## src/rtl/lsd_pkg.sv

```systemverilog
package lsd_pkg;
   typedef enum logic [1:0] {
      LM_SER    = 2'b00,
      LM_NARROW = 2'b10,
      LM_WIDE   = 2'b11
   } lane_mode_e;

   function automatic lane_mode_e decode_mode(input logic par, input logic wide);
      if (!par)     return LM_SER;
      else if (wide) return LM_WIDE;
      else          return LM_NARROW;
   endfunction
endpackage

```

## src/rtl/lsd_lane_mask.sv

```systemverilog
module lsd_lane_mask
   import lsd_pkg::*;
#(
   parameter int WORD_W   = 8,
   parameter int NARROW_W = 4
) (
   input  lane_mode_e        mode_i,
   output logic [WORD_W-1:0] en_o
);
   for (genvar i = 0; i < WORD_W; i++) begin : g_lane
      if (i < NARROW_W) begin : g_low
         assign en_o[i] = (mode_i != LM_SER);
      end else begin : g_high
         assign en_o[i] = (mode_i == LM_WIDE);
      end
   end
endmodule

```

## src/rtl/lsd_ctrl.sv

```systemverilog
module lsd_ctrl
   import lsd_pkg::*;
#(
   parameter int WORD_W   = 8,
   parameter int NARROW_W = 4
) (
   input  logic       clk,
   input  logic       rst_n,
   input  logic       par_sel,
   input  logic       wide_sel,
   input  logic       hub_sel,
   input  logic       rmt_loop,
   input  logic       lcl_loop,
   output lane_mode_e mode_o,
   output logic       clear_o,
   output logic       last_o,
   output logic       word_clk_o,
   output logic       word_stb_o,
   output logic       word_valid_o,
   output logic       lcl_on_o,
   output logic       ref_local_o
);
   localparam int CNT_W = $clog2(WORD_W);

   lane_mode_e         mode_now;
   lane_mode_e         mode_q;
   logic [CNT_W-1:0]   cnt_q;
   logic [CNT_W:0]     act_w;
   logic [CNT_W:0]     cnt_ext;

   assign mode_now = decode_mode(par_sel, wide_sel);
   assign clear_o  = (mode_now != mode_q);
   assign mode_o   = mode_q;
   assign cnt_ext  = {1'b0, cnt_q};

   always_comb begin
      case (mode_q)
         LM_WIDE:   act_w = (CNT_W+1)'(WORD_W);
         LM_NARROW: act_w = (CNT_W+1)'(NARROW_W);
         default:   act_w = (CNT_W+1)'(1);
      endcase
   end

   assign last_o     = !clear_o && (cnt_ext == act_w - 1'b1);
   assign word_clk_o = (mode_q != LM_SER) && (cnt_ext >= (act_w >> 1));

   always_ff @(posedge clk) begin
      if (!rst_n) begin
         mode_q       <= LM_SER;
         cnt_q        <= '0;
         word_stb_o   <= 1'b0;
         word_valid_o <= 1'b0;
      end else begin
         mode_q <= mode_now;
         if (clear_o || last_o) cnt_q <= '0;
         else                   cnt_q <= cnt_q + 1'b1;
         word_stb_o <= last_o;
         if (clear_o)     word_valid_o <= 1'b0;
         else if (last_o) word_valid_o <= 1'b1;
      end
   end

   assign lcl_on_o    = lcl_loop && hub_sel && !rmt_loop;
   assign ref_local_o = hub_sel && !rmt_loop;
endmodule

```

## src/rtl/lsd_rx.sv

```systemverilog
module lsd_rx
   import lsd_pkg::*;
#(
   parameter int WORD_W   = 8,
   parameter int NARROW_W = 4
) (
   input  logic              clk,
   input  logic              rst_n,
   input  lane_mode_e        mode_i,
   input  logic              clear_i,
   input  logic              last_i,
   input  logic              rx_in,
   output logic [WORD_W-1:0] asm_o,
   output logic [WORD_W-1:0] rx_word_o,
   output logic              rx_bit_o
);
   logic [WORD_W-2:0] sh_q;
   logic [WORD_W-1:0] lane_en;

   lsd_lane_mask #(.WORD_W(WORD_W), .NARROW_W(NARROW_W)) u_mask (
      .mode_i (mode_i),
      .en_o   (lane_en)
   );

   assign asm_o = {sh_q, rx_in} & lane_en;

   always_ff @(posedge clk) begin
      if (!rst_n || clear_i) begin
         sh_q      <= '0;
         rx_word_o <= '0;
         rx_bit_o  <= 1'b0;
      end else begin
         sh_q     <= {sh_q[WORD_W-3:0], rx_in};
         rx_bit_o <= (mode_i == LM_SER) ? rx_in : 1'b0;
         if (last_i && (mode_i != LM_SER)) rx_word_o <= asm_o;
      end
   end
endmodule

```

## src/rtl/lsd_tx.sv

```systemverilog
module lsd_tx
   import lsd_pkg::*;
#(
   parameter int WORD_W   = 8,
   parameter int NARROW_W = 4
) (
   input  logic              clk,
   input  logic              rst_n,
   input  lane_mode_e        mode_i,
   input  logic              clear_i,
   input  logic              last_i,
   input  logic              src_bit_i,
   input  logic [WORD_W-1:0] src_word_i,
   output logic              line_bit_o
);
   localparam int CNT_W = $clog2(WORD_W);

   logic [WORD_W-1:0] sh_q;
   logic [WORD_W-1:0] lane_en;
   logic [CNT_W-1:0]  top_idx;

   lsd_lane_mask #(.WORD_W(WORD_W), .NARROW_W(NARROW_W)) u_mask (
      .mode_i (mode_i),
      .en_o   (lane_en)
   );

   assign top_idx = (mode_i == LM_WIDE) ? CNT_W'(WORD_W - 1) : CNT_W'(NARROW_W - 1);

   always_ff @(posedge clk) begin
      if (!rst_n || clear_i) begin
         sh_q       <= '0;
         line_bit_o <= 1'b0;
      end else if (mode_i == LM_SER) begin
         sh_q       <= '0;
         line_bit_o <= src_bit_i;
      end else begin
         line_bit_o <= sh_q[top_idx];
         if (last_i) sh_q <= src_word_i & lane_en;
         else        sh_q <= sh_q << 1;
      end
   end
endmodule

```

## src/rtl/line_serdes_mux.sv

```systemverilog
module line_serdes_mux
   import lsd_pkg::*;
#(
   parameter int WORD_W   = 8,
   parameter int NARROW_W = 4
) (
   input  logic              clk,
   input  logic              rst_n,
   input  logic              par_sel,
   input  logic              wide_sel,
   input  logic              hub_sel,
   input  logic              rmt_loop,
   input  logic              lcl_loop,
   input  logic              fr_tx_bit,
   input  logic [WORD_W-1:0] fr_tx_word,
   input  logic              line_rx_bit,
   output logic              line_tx_bit,
   output logic              fr_rx_bit,
   output logic [WORD_W-1:0] fr_rx_word,
   output logic              word_clk,
   output logic              word_stb,
   output logic              word_valid,
   output logic              ref_sel_local
);
   if (WORD_W < 3 || NARROW_W < 2 || NARROW_W >= WORD_W ||
       (WORD_W % 2) != 0 || (NARROW_W % 2) != 0) begin : g_bad_cfg
      $error("line_serdes_mux: widths must be even with 2 <= NARROW_W < WORD_W");
   end

   lane_mode_e        mode;
   logic              clear;
   logic              last;
   logic              lcl_on;
   logic              rx_in;
   logic              tx_src_bit;
   logic [WORD_W-1:0] rx_asm;
   logic [WORD_W-1:0] tx_src_word;

   lsd_ctrl #(.WORD_W(WORD_W), .NARROW_W(NARROW_W)) u_ctrl (
      .clk          (clk),
      .rst_n        (rst_n),
      .par_sel      (par_sel),
      .wide_sel     (wide_sel),
      .hub_sel      (hub_sel),
      .rmt_loop     (rmt_loop),
      .lcl_loop     (lcl_loop),
      .mode_o       (mode),
      .clear_o      (clear),
      .last_o       (last),
      .word_clk_o   (word_clk),
      .word_stb_o   (word_stb),
      .word_valid_o (word_valid),
      .lcl_on_o     (lcl_on),
      .ref_local_o  (ref_sel_local)
   );

   assign rx_in       = lcl_on ? line_tx_bit : line_rx_bit;
   assign tx_src_bit  = rmt_loop ? rx_in : fr_tx_bit;
   assign tx_src_word = rmt_loop ? rx_asm : fr_tx_word;

   lsd_rx #(.WORD_W(WORD_W), .NARROW_W(NARROW_W)) u_rx (
      .clk       (clk),
      .rst_n     (rst_n),
      .mode_i    (mode),
      .clear_i   (clear),
      .last_i    (last),
      .rx_in     (rx_in),
      .asm_o     (rx_asm),
      .rx_word_o (fr_rx_word),
      .rx_bit_o  (fr_rx_bit)
   );

   lsd_tx #(.WORD_W(WORD_W), .NARROW_W(NARROW_W)) u_tx (
      .clk        (clk),
      .rst_n      (rst_n),
      .mode_i     (mode),
      .clear_i    (clear),
      .last_i     (last),
      .src_bit_i  (tx_src_bit),
      .src_word_i (tx_src_word),
      .line_bit_o (line_tx_bit)
   );
endmodule

```

## config.mk

```make
export PLATFORM = sky130hd
export DESIGN_NAME = line_serdes_mux
export DESIGN_NICKNAME = d
export VERILOG_FILES = /design/src/rtl/lsd_pkg.sv /design/src/rtl/lsd_lane_mask.sv /design/src/rtl/lsd_ctrl.sv /design/src/rtl/lsd_rx.sv /design/src/rtl/lsd_tx.sv /design/src/rtl/line_serdes_mux.sv
export SDC_FILE = /design/constraint.sdc
export NUM_CORES = 1
export LEC_CHECK = 0
export ABC_AREA = 1
export BUFFER_PORTS_ARGS = -buffer_cell sky130_fd_sc_hd__buf_2
export CELL_PAD_IN_SITES_DETAIL_PLACEMENT = 1
export CELL_PAD_IN_SITES_GLOBAL_PLACEMENT = 1
export CORE_ASPECT_RATIO = 0.9
export CORE_MARGIN = 5
export CORE_UTILIZATION = 40
export DETAILED_ROUTE_END_ITERATION = 12
export HOLD_SLACK_MARGIN = 0.08
export PLACE_DENSITY = 0.85
export SYNTH_ARGS = -nofsm -noshare
export SYNTH_HDL_FRONTEND = slang
export SYNTH_SLANG_ARGS = --single-unit
```

## constraint.sdc

```tcl
create_clock -name clk -period 2.4 [get_ports clk]
set_clock_uncertainty 0.05 [all_clocks]
set_input_delay 0.24 -clock clk [delete_from_list [all_inputs] [get_ports clk]]
set_output_delay 0.24 -clock clk [all_outputs]
set_load 0.005 [all_outputs]
```

==> run summary <==
Final Non-Filler Cells: 267
Synth Register Bits: 32
Area added between synthesis and finish: 21.6%
Setup TNS: 0 ns
Slew @ Worst Pin: 0.427 ns
Crit Path Max Fanout: 7
Syn Inst Count: 188
Register area share after synthesis: 47.2%
Row Count: 20
CTS Buf Count: 5
Placed wire-length estimate: 2.55 mm
Hold Buf Count CTS: 0
Reg clk slew, reported paths: 0.07 ns
Io pins: 31
Avg Inst Size Synth: 7.22 um2
CTS tree: yes
Number of global-route vias before repair: 1295
CP required: 2.11 ns
Vias: 1245
Power per cell area: 696 mW/mm2
# diodes: 0
Worst r2r path cells: 8
Post-Syn Nets: 208
Yosys top cell area share: 47.2%
Post-layout nets: 242
Fillers: 439
Reg2Reg Setup Slack: 0.58 ns
Drt drc: 0
Synth unique cells: 22
Most frequent cells after synthesis: nand2_1 (51), dfxtp_1 (32), inv_1 (29)
GRT Residual Overflow: 0
Worst Hold Class: primary input to flip-flop
CP max-delay cell: dfxtp_1
Core area: 0.00333 mm2
First drt pass iteration count: 4
Tmin final: 1.88 ns
Fmax: 531 MHz
First-pass GRT wire length: 5.73 mm
Die W: 71.4 um
Final slew viol count: 0
Critical path origin: u_ctrl.mode_o[1]$_SDFF_PN0_
EDFF count, synth: 0
Total wire length: 3.29 mm
Critical Path End Type: output pin
Post-cts sizing count: 0
Placed instance count: 259
Largest net degree at the start of global routing: 15
Routed Antenna Nets: 0
Worst rel slew slack: 71.4%
Share of layout cells above drive strength 1: 20.2%
Initial antenna violation count: 0
Leading area contributor after synthesis: dfxtp_1
Overall Global Routing Usage: 15.7%
1st-iter DRT viols: 40
Sink Count: 32
RSZ-0062 raised after global routing: false
Setup bufs post-CTS: 0
CP Launch Type: flip-flop
Clk root buf: clkbuf_8
Post-Syn Area: 0.00136 mm2
Final worst path period share: 78.5%
Buffers added on ports: 30
Total of max-cap violations: 0
Routability Congestion: 0.801
Final Power: 1150 uW
Clock buffer depth: 2
Primary FF master, synth: dfxtp_1
Drt via density: 4.66
CTS H-tree lvls: 2
Initial Util: 40.8%
WL per Instance: 12.3 um
Lkg Pwr: 0.000831 uW
Biggest cell delay along the critical path: 0.44 ns
Status: finished clean
Final hold violations: 0
Final setup fails: 0
Worst r2r src: u_ctrl.mode_o[1]$_SDFF_PN0_
Arrival time at the worst endpoint: 1.59 ns
Post-synth ARST share: 0%
Die area: 0.00466 mm2
Critical Path End: word_clk
Worst vdd rail ir drop: 0.000380 V
Cell with the most instances after synthesis: nand2_1
Die Span Y: 65.3 um
Synth top area cells: dfxtp_1 (47%), nand2_1 (14%), inv_1 (8.0%)
WS Path Type: flip-flop to output pin
Yosys warns: 0
Clk_lat worst skew: 0.28 ns
R2r endpoint: u_tx.sh_q[1]$_SDFF_PP0_
Worst path cell trace: inv_1, nor2_1, ha_1, inv_1, o21ai_0, a21oi_1, nor2_1, buf_2
==> layout by cell type, fill, tap and decap left out, drive strengths merged <==
cell type	synthesis	layout
nand3	11	11
clkinv	1	2
nor2	27	27
o21ai	6	6
xnor2	1	1
nand4	1	1
o211ai	4	4
o21a	1	1
nand2	54	54
ha	3	3
or2	2	2
clkbuf	1	6
dfxtp	32	32
nor3	2	2
a21boi	1	1
bufinv	0	1
buf	2	30
inv	29	29
a21oi	10	10
==> sequential cells by signal, summed over array words and instances, names as in the netlist, 2 cells and up <==
signal          flops
u_tx.sh_q           8
u_rx.sh_q           7
u_ctrl.mode_o       2
u_ctrl.cnt_q        3
u_rx.rx_word_o      8
==> cell type report <==
cell class / instances / area [um2] / area share [%]
timing repair buffer: 30 / 150 / 9.10
inverter: 30 / 113 / 6.82
multi-input combinational: 123 / 584 / 35.4
sequential: 32 / 641 / 38.8
clock buffer: 6 / 72.6 / 4.40
clock inverter: 2 / 35.0 / 2.12
tap: 44 / 55.1 / 3.34
==> worst min path at each step <==
stage	startpoint	end	slack, ns	cells past startpoint
3_5_place_dp	u_rx.sh_q[4]$_SDFF_PP0_	u_rx.sh_q[5]$_SDFF_PP0_	0.39	2
2_1_floorplan	par_sel	u_ctrl.mode_o[1]$_SDFF_PN0_	0.28	2
3_3_place_gp	u_tx.sh_q[2]$_SDFF_PP0_	u_tx.sh_q[3]$_SDFF_PP0_	0.39	2
6_report	rst_n	u_ctrl.mode_o[1]$_SDFF_PN0_	0.16	3
5_1_grt	rst_n	u_ctrl.mode_o[0]$_SDFF_PN0_	0.15	3
4_1_cts	rst_n	u_ctrl.mode_o[0]$_SDFF_PN0_	0.15	3
==> critical path: cells and delay by family, from the launching register on <==
family                     cells  cell delay (ns)
DFF                            1             0.44
AOI/OAI and AO/OA              2             0.23
buffers and inverters          3             0.26
and+or+nand+nor                2             0.15
adders and majority gates      1             0.23
==> routing by layer <==
metal / vias to the layer above / global-route usage [%] / routed length, um
li1: 646 / - / -
met1: 576 / 20.7 / 1600
met2: 19 / 24.4 / 1500
met3: 4 / 4.59 / 151
met4: 0 / 5.63 / 37
met5: - / 0 / 0
==> cell families after synthesis <==
family | count (synthesis) | synth area share, %
adder cells (fa/ha/maj) | 3 | 2.77
buffers and inverters | 33 | 9.77
flip-flops | 32 | 47.2
AND/OR/NAND/NOR | 97 | 30.4
AO/OA/AOI/OAI | 22 | 9.22
XOR/XNOR | 1 | 0.645
==> through the flow <==
step | cell area (um2) | utilization [%] | worst slack (ns) | hold slack, ns
after floorplan | 1360 | - | 1.04 | 0.283
after global placement | 1540 | 46.4 | 0.608 | 0.390
after detailed placement | 1540 | 46.4 | 0.580 | 0.393
after CTS | 1650 | 49.6 | 0.478 | 0.151
after global routing | 1650 | 49.6 | 0.333 | 0.153
final | 1650 | 49.6 | 0.517 | 0.157
==> power by group <==
group | internal (uW) | leakage, uW | switching (uW)
sequential | 541 | 0.000259 | 5.87
combinational | 35.9 | 0.000517 | 66.7
clock | 308 | 0.0000552 | 192
(Power assumes the default switching activity.)
